### config.mk
export PLATFORM = sky130hd
export DESIGN_NAME = page_bank_mapper
export DESIGN_NICKNAME = d
export VERILOG_FILES = /design/src/rtl/page_bank_mapper.sv
export SDC_FILE = /design/constraint.sdc
export NUM_CORES = 1
export LEC_CHECK = 0
export ABC_AREA = 0
export BUFFER_PORTS_ARGS = -buffer_cell sky130_fd_sc_hd__buf_4
export CORE_ASPECT_RATIO = 0.9
export CORE_MARGIN = 1
export CORE_UTILIZATION = 60
export DETAILED_ROUTE_END_ITERATION = 8
export GPL_TIMING_DRIVEN = 0
export PLACE_DENSITY = 0.86
export SLEW_MARGIN = 40
export SYNTH_ARGS = -nofsm -noshare
export SYNTH_HDL_FRONTEND = slang
export SYNTH_SLANG_ARGS = --single-unit
### constraint.sdc
create_clock -name clk -period 1.8 [get_ports clk]
set_input_delay 0.09 -clock clk [delete_from_list [all_inputs] [get_ports clk]]
set_output_delay 0.09 -clock clk [all_outputs]
set_load 0.01 [all_outputs]
### src/rtl/page_bank_mapper.sv
module page_bank_mapper #(
  parameter int PAGES  = 8,
  parameter int BANK_W = 8,
  parameter int LOG_W  = 16
) (
  input  logic                           clk,
  input  logic                           rst_n,
  input  logic [LOG_W-1:0]               log_addr,
  output logic [BANK_W+LOG_W-$clog2(PAGES)-1:0] phys_addr,
  input  logic [PAGES-1:0]               wr_mask,
  input  logic [BANK_W-1:0]              wr_data,
  input  logic [PAGES-1:0]               rd_mask,
  output logic [BANK_W-1:0]              rd_data
);
  localparam int SEL_W = $clog2(PAGES);
  localparam int OFF_W = LOG_W - SEL_W;

  logic [PAGES-1:0][BANK_W-1:0] map_q;
  logic [SEL_W-1:0]             page_sel;

  for (genvar g = 0; g < PAGES; g++) begin : g_page
    always_ff @(posedge clk or negedge rst_n) begin
      if (!rst_n)          map_q[g] <= '0;
      else if (wr_mask[g]) map_q[g] <= wr_data;
    end

    AST_WR_LOAD: assert property (@(posedge clk) disable iff (!rst_n)
      wr_mask[g] |=> map_q[g] == $past(wr_data));
  end

  assign page_sel  = log_addr[LOG_W-1 -: SEL_W];
  assign phys_addr = {map_q[page_sel], log_addr[OFF_W-1:0]};

  always_comb begin
    rd_data = '0;
    for (int i = PAGES - 1; i >= 0; i--)
      if (rd_mask[i]) rd_data = map_q[i];
  end

  AST_RESET_CLEAR: assert property (@(posedge clk) disable iff (!rst_n)
    $rose(rst_n) |-> map_q == '0);

  AST_NO_WRITE_HOLD: assert property (@(posedge clk) disable iff (!rst_n)
    wr_mask == '0 |=> $stable(map_q));

  AST_READ_MATCHES_XLATE: assert property (@(posedge clk) disable iff (!rst_n)
    rd_mask == PAGES'(1) << page_sel |-> rd_data == phys_addr[OFF_W +: BANK_W]);

  AST_OFFSET_PASS: assert property (@(posedge clk) disable iff (!rst_n)
    phys_addr[OFF_W-1:0] == log_addr[OFF_W-1:0]);
endmodule

==> qor.csv <==
stage;metric;value;unit
status;outcome;finished, final reports clean;
logic_synthesis;Synth Net Count;314;
pwr;P_sw;1.02;mW
global_routing;global-route usage over all layers;0.315;
placed_design;routability congestion estimate;0.881;
worst_setup_path;Worst path max stage delay;0.79;ns
worst_setup_path;cell depth of the worst flop-to-flop path;2;
logic_synthesis;distinct cell type count after synthesis;22;
job;max-capacitance violation count;0;
final_layout;Largest regs;map_q x64;
sta;Final TNS setup;0;ns
final_layout;register with the most flip-flops;map_q;
drt;overall routed net length;9450;um
pwr;proportion of power drawn by combinational gates;0.208;
drt;DRC;0;
pwr;relative contribution of sequential cells to total power;0.439;
placed_design;IO buf count;42;
logic_synthesis;cell type with the largest total area after synthesis;sky130_fd_sc_hd__dfrtp_1;
logic_synthesis;Mapped Cells;272;
sta;post-route clock period utilization;0.980;
sta;Worst Tran Pin Value;0.863;ns
cts;CTS HTree Levels;3;
min_path;worst min path class;input pin to flip-flop;
floorplan;number of top-level pins;71;
global_routing;via count of the first global-routing pass;2629;
drt;DRC violation total after the first TritonRoute iteration;284;
floorplan;height of the die;75.4;um
drt;number of optimization iterations in the first detailed-route pass;6;
worst_setup_path;instance count on the critical path;4;
pwr;switching part of the total;0.264;
worst_setup_path;Critical Path Source;rd_mask[0];
worst_setup_path;Crit path arrival time;1.67;ns
logic_synthesis;Seq cells post-synth;64;
sta;worst clock skew;0;ns
worst_setup_path;family of cells with the greatest summed delay on the critical path;simple AND/OR/NAND/NOR gates;
sta;maximum clock frequency;0.567;GHz
worst_setup_path;endpoint of the worst-slack reg-to-reg timing path;map_q[26]$_DFFE_PN0P_;
worst_setup_path;worst endpoint required time;1.71;ns
worst_setup_path;Worst R2R Start;map_q[26]$_DFFE_PN0P_;
floorplan;full die area;0.00631;mm2
drt;average wire length per cell after detail routing;23.3;um
global_routing;Remaining Overflow, GRT;0;
placed_design;post-detail-place hpwl;5990;um
worst_setup_path;R2R setup slack;0.89;ns
cts;CTS buffer count;9;
cts;TritonCTS sink count;64;
final_layout;number of diodes;0;
worst_setup_path;crit end category;primary output;
pwr;power density cells;914;mW/mm2
cts;buffer depth of the longest clock path;2;
worst_setup_path;worst setup path endpoint;rd_data[4];
floorplan;Cell Rows;26;
drt;routed via count divided by cell count;6.66;
cts;CTS Root Buffer Type;sky130_fd_sc_hd__clkbuf_8;
worst_setup_path;sequence of cells on the critical path;buf_1, nor2_1, a31oi_1, buf_4;
drt;number of vias in the routed layout;2704;
logic_synthesis;area share of the largest cell type after synthesis;0.446;
worst_setup_path;type of the worst setup path;input pin to primary output;
cts;CTS tree;done;
placed_design;cell total after placement;384;
floorplan;starting utilization of the core area;0.628;
logic_synthesis;synthesized area;0.00359;mm2
global_routing;wire length of the first global-routing pass;14300;um
final_layout;max reg flops;64;
worst_setup_path;WP buf/inv;2;
logic_synthesis;mean instance size in the synthesized netlist;13.2;um2
logic_synthesis;count of warnings emitted by yosys;0;
final_layout;area added between synthesis and finish;17.9;%
worst_setup_path;nature of the critical path startpoint;input pin;
pwr;peak supply drop;0.568;mV
floorplan;x dimension of the die;83.6;um
floorplan;core box area;0.00573;mm2
logic_synthesis;share of synthesized area occupied by flip-flops and latches;0.446;
pwr;internal power;2.85;mW
sta;Worst slew margin;0.423;
global_routing;largest net degree at the start of global routing;65;
sta;final hold viol count;0;
cts;Clock Latency Late Sink;0.35;ns
worst_setup_path;Crit-path slowest cell;sky130_fd_sc_hd__nor2_1;
sta;RSZ-0062 raised after global routing;no;
drt;remaining antenna violation count;0;
global_routing;antenna violations before repair;0;
logic_synthesis;Synth area leaders;sky130_fd_sc_hd__dfrtp_1, sky130_fd_sc_hd__mux2_2, sky130_fd_sc_hd__mux4_1, sky130_fd_sc_hd__buf_4, sky130_fd_sc_hd__nand2b_1;
pwr;LEAKAGE;1.80;nW
pwr;proportion of power drawn by the clock network;0.352;
final_layout;Finished Core Util;0.740;
sta;pins over their slew limit;0;
worst_setup_path;worst-path fanout max;10;
cts;clock-pin slew of the registers on the worst-case setup and hold paths;0.07;ns
final_layout;final net count;373;
sta;number of setup violations in the final report;0;
sta;Tmin final;1.76;ns
final_layout;final cell count without fillers;406;
final_layout;share of post-route cells with drive strength above 1;0.479;
placed cells by master, fill, tap and decap left out, types with 2 or more instances in the layout:
cell type	synthesis	routed
sky130_fd_sc_hd__a21oi_1	18	18
sky130_fd_sc_hd__a221o_1	8	8
sky130_fd_sc_hd__a31oi_1	8	8
sky130_fd_sc_hd__buf_1	2	2
sky130_fd_sc_hd__buf_2	2	2
sky130_fd_sc_hd__buf_4	13	60
sky130_fd_sc_hd__buf_6	1	2
sky130_fd_sc_hd__bufinv_16	0	2
sky130_fd_sc_hd__clkbuf_1	15	16
sky130_fd_sc_hd__clkbuf_8	0	10
sky130_fd_sc_hd__dfrtp_1	64	64
sky130_fd_sc_hd__inv_1	2	2
sky130_fd_sc_hd__mux2_2	71	71
sky130_fd_sc_hd__mux2i_1	7	7
sky130_fd_sc_hd__mux4_1	15	6
sky130_fd_sc_hd__mux4_2	1	10
sky130_fd_sc_hd__nand2_1	9	9
sky130_fd_sc_hd__nand2b_1	15	15
sky130_fd_sc_hd__nand3b_1	8	8
sky130_fd_sc_hd__o2111ai_1	8	8
per-layer routing:
layer | up-vias | part of all wire | global-route usage
li1 | 1142 | - | -
met1 | 1354 | 0.42 | 0.433
met2 | 191 | 0.47 | 0.492
met3 | 17 | 0.10 | 0.0813
met4 | 0 | 0.012 | 0.124
met5 | - | 0 | 0
power by group through the flow:
stage	clock network [mW]	logic [mW]	registers, mW
after floorplan	0	0.496	1.68
after global placement	0	0.749	1.71
after detailed placement	0	0.770	1.72
after CTS	1.37	0.779	1.69
after global routing	1.44	0.862	1.72
final	1.36	0.807	1.70
layout make-up:
cell class	count	area (um2)
Multi-Input combinational cell	172	1750
Sequential cell	64	1600
Fill cell	402	1490
Timing Repair Buffer	49	374
Buffer	33	200
Clock buffer	13	149
Tap cell	70	87.6
Clock inverter	3	65.1
Inverter	2	7.51
logic make-up (layout without fill, tap and decap cells):
family	count (synthesis)	in the layout	share of synthesized area
AO/OA/AOI/OAI	43	43	0.0821
buffers and inverters	36	100	0.0585
flip-flops	64	64	0.446
multiplexers	94	94	0.358
AND/OR/NAND/NOR	35	35	0.0560
worst min path at each step:
| stage | start | end | slack (ns) | cells past startpoint |
|---|---|---|---|---|
| 5_1_grt | wr_data[3] | map_q[19]$_DFFE_PN0P_ | 0.03 | 2 |
| 2_1_floorplan | rst_n | map_q[0]$_DFFE_PN0P_ | -0.21 | 0 |
| 4_1_cts | wr_data[4] | map_q[52]$_DFFE_PN0P_ | 0.03 | 2 |
| 3_5_place_dp | rst_n | map_q[54]$_DFFE_PN0P_ | 0.23 | 1 |
| 6_report | wr_data[3] | map_q[19]$_DFFE_PN0P_ | 0.03 | 2 |
| 3_3_place_gp | rst_n | map_q[22]$_DFFE_PN0P_ | 0.22 | 1 |
per-stage QoR:
stage               area, um2  power (mW)  hold slack, ns  setup WS [ns]
detailed placement       4000        2.49           0.228         0.0666
floorplan                3590        2.17          -0.206          0.557
finish                   4240        3.87          0.0284         0.0358
CTS                      4220        3.84          0.0282        0.00668
global route             4240        4.02          0.0311        0.00281
global placement         4000        2.45           0.218          0.109
repair_timing:
| item | in CTS | in global routing |
|---|---|---|
| endpoints found under the hold margin | 64 | 0 |
| gates resized for setup | 1 | 11 |
| setup endpoints to repair | 1 | 14 |
| buffers inserted | 0 | 6 |
| hold buffers | 1 | 0 |
synth_stat cells:
cell and number:
sky130_fd_sc_hd__nand3b_1 8, sky130_fd_sc_hd__clkbuf_1 15, sky130_fd_sc_hd__buf_2 2, sky130_fd_sc_hd__mux2i_1 7, sky130_fd_sc_hd__mux2_2 71, sky130_fd_sc_hd__nand2_1 9, sky130_fd_sc_hd__a31oi_1 8, sky130_fd_sc_hd__buf_4 13
sky130_fd_sc_hd__o2111ai_1 8, sky130_fd_sc_hd__dfrtp_1 64, sky130_fd_sc_hd__mux4_1 15, sky130_fd_sc_hd__nor2b_1 1, sky130_fd_sc_hd__mux4_2 1, sky130_fd_sc_hd__o21ai_0 1, sky130_fd_sc_hd__nand2b_1 15, sky130_fd_sc_hd__buf_6 1
sky130_fd_sc_hd__a21oi_1 18, sky130_fd_sc_hd__nor2_1 2, sky130_fd_sc_hd__inv_1 2, sky130_fd_sc_hd__buf_12 1, sky130_fd_sc_hd__a221o_1 8, sky130_fd_sc_hd__buf_1 2
worst reg2reg max path, stage by stage (launching register included):
cell                      delay, ns
sky130_fd_sc_hd__dfrtp_1       0.40
sky130_fd_sc_hd__buf_4         0.15
sky130_fd_sc_hd__mux2_2        0.25
(Power assumes the default switching activity.)
